[src/rtl/uart_irq_pkg.sv]
package uart_irq_pkg;
    localparam int unsigned SRC_NUM = 4;

    // Bit order of every status vector: tx rt rx ms (ms is bit 0)
    typedef struct packed {
        logic tx;
        logic rt;
        logic rx;
        logic ms;
    } irq_vec_t;
endpackage

[src/rtl/irq_modem_watch.sv]
module irq_modem_watch #(
    parameter int unsigned LINES = 3
) (
    input  logic             clk,
    input  logic             rst_n,
    input  logic [LINES-1:0] lines_n,
    input  logic             clr,
    output logic             flag
);
    typedef struct packed {
        logic [LINES-1:0] stage1;
        logic [LINES-1:0] stage2;
        logic [LINES-1:0] prev;
        logic             flag;
    } mw_state_t;

    mw_state_t st_d, st_q;
    logic      change;

    always_comb begin
        st_d        = st_q;
        change      = (st_q.stage2 != st_q.prev);
        st_d.stage1 = lines_n;
        st_d.stage2 = st_q.stage1;
        st_d.prev   = st_q.stage2;
        // a detected change takes priority over the clear strobe
        st_d.flag   = change | (st_q.flag & ~clr);
    end

    always_ff @(posedge clk) begin
        if (!rst_n) begin
            st_q.stage1 <= '1;
            st_q.stage2 <= '1;
            st_q.prev   <= '1;
            st_q.flag   <= 1'b0;
        end else begin
            st_q <= st_d;
        end
    end

    assign flag = st_q.flag;

    assert_ms_hold_R9: assert property (@(posedge clk) disable iff (!rst_n)
        (st_q.flag && !clr) |=> st_q.flag);
    assert_ms_clear_R9: assert property (@(posedge clk) disable iff (!rst_n)
        (clr && (st_q.stage2 == st_q.prev)) |=> !st_q.flag);
    assert_ms_detect_R8: assert property (@(posedge clk) disable iff (!rst_n)
        (st_q.stage2 != st_q.prev) |=> st_q.flag);
endmodule

[src/rtl/irq_flow_level.sv]
module irq_flow_level #(
    parameter int unsigned DEPTH = 16,
    parameter int unsigned CNT_W = $clog2(DEPTH + 1)
) (
    input  logic             clk,
    input  logic             rst_n,
    input  logic             fifo_en,
    input  logic [CNT_W-1:0] rx_count,
    input  logic [CNT_W-1:0] tx_count,
    output logic             rx_lvl,
    output logic             tx_lvl
);
    localparam logic [CNT_W-1:0] THRESH = CNT_W'(DEPTH / 2);

    typedef struct packed {
        logic rx;
        logic tx;
    } fl_state_t;

    fl_state_t st_d, st_q;

    always_comb begin
        st_d = st_q;
        if (fifo_en) begin
            st_d.rx = (rx_count >= THRESH);
            st_d.tx = (tx_count <= THRESH);
        end else begin
            st_d.rx = (rx_count != '0);
            st_d.tx = (tx_count == '0);
        end
    end

    always_ff @(posedge clk) begin
        if (!rst_n) st_q <= '0;
        else        st_q <= st_d;
    end

    assign rx_lvl = st_q.rx;
    assign tx_lvl = st_q.tx;

    assert_rx_fifo_R5: assert property (@(posedge clk) disable iff (!rst_n)
        (fifo_en && rx_count < THRESH) |=> !st_q.rx);
    assert_tx_fifo_R6: assert property (@(posedge clk) disable iff (!rst_n)
        (fifo_en && tx_count > THRESH) |=> !st_q.tx);
    assert_single_R7: assert property (@(posedge clk) disable iff (!rst_n)
        (!fifo_en && rx_count == '0) |=> !st_q.rx);
endmodule

[src/rtl/irq_timeout_latch.sv]
module irq_timeout_latch #(
    parameter int unsigned CNT_W = 5
) (
    input  logic             clk,
    input  logic             rst_n,
    input  logic             pulse,
    input  logic             rd,
    input  logic [CNT_W-1:0] rx_count,
    output logic             flag
);
    typedef struct packed {
        logic flag;
    } tl_state_t;

    tl_state_t st_d, st_q;

    always_comb begin
        st_d = st_q;
        if (rd || rx_count == '0) st_d.flag = 1'b0;
        else if (pulse)           st_d.flag = 1'b1;
    end

    always_ff @(posedge clk) begin
        if (!rst_n) st_q <= '0;
        else        st_q <= st_d;
    end

    assign flag = st_q.flag;

    assert_rt_clear_R10: assert property (@(posedge clk) disable iff (!rst_n)
        (rd || rx_count == '0) |=> !st_q.flag);
    assert_rt_hold_R10: assert property (@(posedge clk) disable iff (!rst_n)
        (st_q.flag && !rd && rx_count != '0) |=> st_q.flag);
endmodule

[src/rtl/uart_irq_ctrl.sv]
module uart_irq_ctrl
    import uart_irq_pkg::*;
#(
    parameter int unsigned DEPTH  = 16,
    parameter int unsigned LINES  = 3,
    parameter int unsigned CNT_W  = $clog2(DEPTH + 1)
) (
    input  logic               clk,
    input  logic               rst_n,
    input  logic               fifo_en,
    input  logic [CNT_W-1:0]   rx_count,
    input  logic [CNT_W-1:0]   tx_count,
    input  logic               rx_read,
    input  logic               rt_pulse,
    input  logic [LINES-1:0]   modem_n,
    input  logic               mask_wr_en,
    input  logic [SRC_NUM-1:0] mask_wr_data,
    input  logic               ms_clr,
    output logic [SRC_NUM-1:0] raw_status,
    output logic [SRC_NUM-1:0] masked_status,
    output logic               irq_ms,
    output logic               irq_rx,
    output logic               irq_rt,
    output logic               irq_tx,
    output logic               irq_any
);
    typedef struct packed {
        irq_vec_t mask;
    } top_state_t;

    top_state_t st_d, st_q;
    irq_vec_t   raw, act;
    logic       ms_flag, rt_flag, rx_lvl, tx_lvl;

    irq_modem_watch #(.LINES(LINES)) i_modem (
        .clk(clk), .rst_n(rst_n), .lines_n(modem_n), .clr(ms_clr), .flag(ms_flag)
    );

    irq_flow_level #(.DEPTH(DEPTH), .CNT_W(CNT_W)) i_flow (
        .clk(clk), .rst_n(rst_n), .fifo_en(fifo_en),
        .rx_count(rx_count), .tx_count(tx_count),
        .rx_lvl(rx_lvl), .tx_lvl(tx_lvl)
    );

    irq_timeout_latch #(.CNT_W(CNT_W)) i_tmo (
        .clk(clk), .rst_n(rst_n), .pulse(rt_pulse), .rd(rx_read),
        .rx_count(rx_count), .flag(rt_flag)
    );

    always_comb begin
        st_d = st_q;
        if (mask_wr_en) st_d.mask = irq_vec_t'(mask_wr_data);
    end

    always_ff @(posedge clk) begin
        if (!rst_n) st_q <= '0;
        else        st_q <= st_d;
    end

    always_comb begin
        raw.ms = ms_flag;
        raw.rx = rx_lvl;
        raw.rt = rt_flag;
        raw.tx = tx_lvl;
        act    = raw & st_q.mask;
    end

    assign raw_status    = raw;
    assign masked_status = act;
    assign irq_ms        = act.ms;
    assign irq_rx        = act.rx;
    assign irq_rt        = act.rt;
    assign irq_tx        = act.tx;
    assign irq_any       = |act;

    assert_mask_off_R4: assert property (@(posedge clk) disable iff (!rst_n)
        (st_q.mask == '0) |-> !irq_any);
    assert_mask_load_R2: assert property (@(posedge clk) disable iff (!rst_n)
        mask_wr_en |=> (st_q.mask == $past(mask_wr_data)));
    assert_outputs_sub_R3: assert property (@(posedge clk) disable iff (!rst_n)
        ((masked_status & ~raw_status) == '0));
endmodule

[config.mk]
export PLATFORM = sky130hd
export DESIGN_NAME = uart_irq_ctrl
export DESIGN_NICKNAME = d
export VERILOG_FILES = /design/src/rtl/uart_irq_pkg.sv /design/src/rtl/irq_modem_watch.sv /design/src/rtl/irq_flow_level.sv /design/src/rtl/irq_timeout_latch.sv /design/src/rtl/uart_irq_ctrl.sv
export SDC_FILE = /design/constraint.sdc
export NUM_CORES = 1
export LEC_CHECK = 0
export BUFFER_PORTS_ARGS = -buffer_cell sky130_fd_sc_hd__buf_4
export CAP_MARGIN = 20
export CORE_MARGIN = 2
export CORE_UTILIZATION = 37
export CTS_CLUSTER_SIZE = 30
export DETAILED_ROUTE_END_ITERATION = 8
export PLACE_DENSITY = 0.71
export SYNTH_ARGS = -nofsm -noshare
export SYNTH_HDL_FRONTEND = slang
export SYNTH_SLANG_ARGS = --single-unit
[constraint.sdc]
create_clock -name clk -period 1.1 [get_ports clk]
set_input_delay 0.275 -clock clk [delete_from_list [all_inputs] [get_ports clk]]
set_output_delay 0.275 -clock clk [all_outputs]
set_load 0.02 [all_outputs]
### After elaboration in Yosys (flattened, before gate mapping)

Index checks and enable logic that the tools add are counted.

| storage, ports and cells | value |
|---|---|
| word-level logic and storage cells | 26 |
| register bits after elaboration | 17 |
| bits of input ports | 24 |

| operators by class | value |
|---|---|
| reduce and logical (&&, ||, !) cells | 6 |
| bitwise logic cells | 5 |
| equality and inequality tests | 1 |
| magnitude comparators | 2 |
| mux-type cells | 1 |

Operator list:

| kind | number |
|---|---|
| logical NOT 5 bit | 2 |
| greater-or-equal comparator 5 x 4 -> 1 bit, second input constant | 1 |
| <= comparator 5 x 4 -> 1 bit, second input constant | 1 |
| nonzero test 5 bit | 1 |
| AND 4 bit | 1 |
| OR reduction 4 bit | 1 |
| inequality test 3 bit | 1 |
| 2-to-1 mux 2 bit | 1 |
| NOT 1 bit | 2 |
| OR reduction 2 bit | 1 |
| AND 1 bit | 1 |
| logical OR 1 bit | 1 |
| OR 1 bit | 1 |

### Depth between registers and ports, before layout

| depth | value |
|---|---|
| word-level depth | 3 |
| mapped depth | 3 |
| gate-level depth less buffers | 3 |

### Modules after synthesis

A second synthesis with hierarchy kept.

| second synthesis, totals | value |
|---|---|
| cells, all modules | 65 |
| area total of the unflattened synthesis | 693.2 um^2 |

By module, submodules not included:

| module | cells each | instances | area an instance (um^2) | seq. area each (um^2) |
|---|---|---|---|---|
| irq_modem_watch | 24 | 1 | 300.3 | 200.2 |
| uart_irq_ctrl | 26 | 1 | 247.7 | 80.1 |
| irq_flow_level | 11 | 1 | 100.1 | 40.0 |
| irq_timeout_latch | 4 | 1 | 45.0 | 20.0 |

### Least setup slack after synthesis

Ideal clock, no wire load.

| path | value |
|---|---|
| path type | reg-to-output |
| from | register i_flow.st_q (netlist bit i_flow.tx_lvl) |
| to | output port irq_any |
| path slack | -344 ps |
| data arrival time | 1169 ps |
| cell stages (with the launch flop) | 3 |
| path through | dfxtp_1 -> and2_1 -> or4_1 |

| on the way | value |
|---|---|
| longest elaborated chain between the ends | 2 |

Ends and longest elaborated chain:

| element | RTL line | source |
|---|---|---|
| start: declaration | irq_flow_level.sv:20 | `fl_state_t st_d, st_q;` |
| start signal: assignment | irq_flow_level.sv:35 | `else st_q <= st_d;` |
| AND 4 bit | uart_irq_ctrl.sv:65 | `act = raw & st_q.mask;` |
| net irq_tx | uart_irq_ctrl.sv:24 | `output logic irq_tx,` |
| OR reduction 4 bit | uart_irq_ctrl.sv:74 | `assign irq_any = \|act;` |
| end: declaration | uart_irq_ctrl.sv:25 | `output logic irq_any` |

The timed path passes the listed nets, and every way through them passes these cells.

### Worst setup path after layout

| path | value |
|---|---|
| from | register st_q[3] (netlist bit) |
| to | output port irq_any |

| on the way | value |
|---|---|
| longest elaborated chain between the ends | 2 |

Ends and longest elaborated chain:

| element | RTL line | source |
|---|---|---|
| start: declaration | uart_irq_ctrl.sv:31 | `top_state_t st_d, st_q;` |
| start signal: assignment | uart_irq_ctrl.sv:57 | `else st_q <= st_d;` |
| AND 4 bit | uart_irq_ctrl.sv:65 |  |
| OR reduction 4 bit | uart_irq_ctrl.sv:74 |  |

Every way passes these cells.

==> out/qor.csv <==
stage,metric,value,unit
logic_synthesis,leading area contributor after synthesis,dfxtp_1,
logic_synthesis,Synth Area in Adders,1.50,%
placement,Buffers on Ports,36,
floorplanning,Die Y,46.5,µm
cells_and_area,Antenna diodes,0,
timing,Final min period,1.70,ns
routing,vias per inst,4.26,
cells_and_area,share of cells above drive strength 1,60.6,%
routing,DR pass1 iterations,3,
grt,largest net degree at the start of global routing,17,
cells_and_area,fin nets,129,
logic_synthesis,synth unique cells,20,
clock_network,latest clock arrival within the worst-skew pair,0.28,ns
timing,final setup TNS,-2.26,ns
cells_and_area,Non-Filler Instances,129,
cells_and_area,fill cell count,148,
grt,GRT overflow,0,
placement,Placed Instances,123,
timing,hold_ws,0.142,ns
clock_network,H-tree depth,1,
timing,unrepaired setup endpoints after global routing,yes,
routing,DR DRC count,0,
placement,pre-CTS setup slack,-0.300,ns
clock_network,cts hold-fix bufs,0,
routing,DRT Wirelength,1290,µm
logic_synthesis,"top cells by count, synth","dfxtp_1, buf_4, nand2b_1",
grt,initial antenna violation count,0,
grt,first-pass GRT wire length,1860,µm
setup_path,startpoint types,flop,
clock_network,TritonCTS clock tree,yes,
timing,clk_skew,0.00187,ns
clock_network,Clock Root Buffer,clkbuf_4,
logic_synthesis,post-synthesis mux area share,5.99,%
logic_synthesis,Post-Syn Instances,65,
logic_synthesis,asr flop ratio synth,0,%
logic_synthesis,Area contributors post-synth,"dfxtp_1, buf_4, nand2b_1",
grt,met3 Use GR,2.35,%
logic_synthesis,Post-synth EDFFs,0,
timing,Final Hold Fails,0,
logic_synthesis,"Seq/Total Area, Yosys",50.9,%
logic_synthesis,largest family of logic cells by synthesized area,simple AND/OR/NAND/NOR gates,
timing,setup violators final,12,
logic_synthesis,yosys warns,0,
grt,Global Route met1 Usage,12.4,%
placement,DP HPWL,971,µm
routing,Starting DRT DRC Count,2,
logic_synthesis,"Top FF cell, synth",dfxtp_1,
floorplanning,Die Area,2160,µm²
logic_synthesis,most instantiated library cell after synthesis,dfxtp_1,
logic_synthesis,Synth top area share,50.9,%
routing,Vias,550,
logic_synthesis,synthesized area per cell,10.3,µm²
placement,routability cong.,0.695,
clock_network,clock-pin slew on the worst setup and hold paths,0.09,ns
floorplanning,Initial Utilization,39.1,%
cells_and_area,post-route design area,1090,µm²
pwr,Pwr per Cell Area,1110,nW/µm²
timing,final worst setup slack,-0.604,ns
grt,vias in the first global route,503,
timing,Peak Freq,587,MHz
setup_path,CP Data Arrival Time,1.43,ns
logic_synthesis,post-synthesis xor/xnor area fraction,3.93,%
grt,GRT Total Usage,13.3,%
floorplanning,die width,46.5,µm
timing,Final period util,155,%
floorplanning,# rows,15,
clock_network,CTS buffer count,3,
timing,Worst-Margin Slew,0.154,ns
logic_synthesis,Post-Synthesis Cell Area,668,µm²
cells_and_area,Storage cell area,350,µm²
outcome,violated checks,setup timing,
cells_and_area,area growth from synthesis to layout,63.5,%
logic_synthesis,register bit total from synthesis,17,
logic_synthesis,syn nets,89,
setup_path,"Req. time, crit path",0.82,ns
pwr,VDD IR-drop max,0.000557,V
timing,Slew HR,89.4,%
routing,DR WL/cell,10.0,µm
run,max-cap viol count,0,
grt,GRT Max-Usage Layer,met2,
floorplanning,# IOs,37,
grt,met2 Use GR,23.9,%
cells_and_area,Multi-input gate area,267,µm²
timing,"Slew Viols, Final",0,
pwr,Leak,0.515,nW
setup_path,Critical Path Fanout Max,2,
routing,post-route ant nets,0,
outcome,outcome,"complete, but fails checks",
logic_synthesis,complex-gate fraction of the synthesized area,4.12,%
worst_hold_path,Hold Path Class,in2reg,
clock_network,clock sinks,17,
setup_path,Critical Path End Type,output pin,
placement,DP Area,966,µm²
clock_network,clk buf depth,2,
setup_path,crit path kind,reg2out,
floorplanning,core area,1710,µm²
logic_synthesis,Simple-Gate Fraction of Synth Area,22.3,%
## metrics by stage
| step | total power, mW | utilization [%] |
|---|---|---|
| 6_report | 1.22 | 64.0 |
| 5_1_grt | 1.28 | 64.0 |
| 4_1_cts | 1.23 | 62.2 |
| 3_5_place_dp | 0.881 | 56.6 |
| 3_3_place_gp | 0.875 | 56.6 |
| 2_1_floorplan | 0.779 | - |
## metal layers
layer / vias to the layer above / wire length (µm)
met1: 247 / 502
met4: 0 / 27
met5: - / 0
met2: 17 / 716
li1: 284 / -
met3: 2 / 46
## cell usage in the layout (no fill, tap or decap)
cell type / Yosys / final
dfxtp_1: 17 / 9
nand2b_1: 8 / 8
xnor2_1: 1 / 1
o21ai_2: 1 / 1
a21oi_1: 1 / 1
inv_1: 2 / 2
o31a_1: 1 / 1
nor2b_1: 4 / 4
nor2_1: 2 / 2
maj3_1: 1 / 1
mux2i_1: 4 / 4
dfxtp_2: 0 / 8
buf_4: 8 / 26
buf_6: 0 / 19
and3b_1: 1 / 1
or2b_1: 1 / 1
o21ai_0: 1 / 1
and2_4: 0 / 4
nor3_1: 2 / 2
clkbuf_4: 0 / 3
or4_4: 0 / 1
clkinv_2: 0 / 1
or4_1: 2 / 1
xor2_1: 2 / 2
## state kept, by name, indices dropped and copies added, names as in the netlist
signal and cells:
i_modem.st_d 6, i_modem.flag 1, i_tmo.flag 1, st_q 4
i_modem.st_q 3, i_flow.tx_lvl 1, i_flow.rx_lvl 1
## area by class of cell
cell class / instances / share of cell area (%)
Clock buffer: 3 / 2.06
Sequential cell: 17 / 32.1
Tap cell: 25 / 2.86
Inverter: 2 / 0.687
Multi-Input combinational cell: 36 / 24.4
Clock inverter: 1 / 0.458
Timing Repair Buffer: 45 / 37.5
## worst paths after layout
kind | start | to | slack, ns | depth (start not counted)
setup / recovery | st_q[3]$_SDFFE_PN0P_ | irq_any | -0.60 | 3
hold / removal | rx_read | i_tmo.flag$_SDFFE_PP0P_ | 0.14 | 2
setup reg to reg | i_modem.st_d[1]$_SDFF_PN1_ | i_modem.flag$_SDFF_PN0_ | 0.21 | 3
hold reg to reg | i_modem.st_d[4]$_SDFF_PN1_ | i_modem.st_d[1]$_SDFF_PN1_ | 0.41 | 1
## critical path: stages, from the launching register on
cell and delay (ns):
dfxtp_2 0.33, and2_4 0.15, or4_4 0.52, buf_6 0.14
## kinds of logic (layout without fill, tap and decap cells)
kind of cell    count (synthesis)  count (layout)
buf+inv                        12              51
compound gates                  4               4
flops                          17              17
mux                             4               4
simple gates                   24              24
xor+xnor                        3               3
fa+ha+maj                       1               1
## power by group
| group | switching (mW) | internal, mW | leakage, nW | total, mW |
|---|---|---|---|---|
| clock network | 0.188 | 0.135 | 0.0177 | 0.323 |
| registers | 0.0142 | 0.650 | 0.143 | 0.664 |
| logic | 0.0830 | 0.146 | 0.354 | 0.229 |
## timing repair
action,CTS,global route
pin swaps,2,4
resized for setup,22,8
setup endpoints to repair,12,12
buffers inserted,0,5
Power figures use the tool's default switching activity.
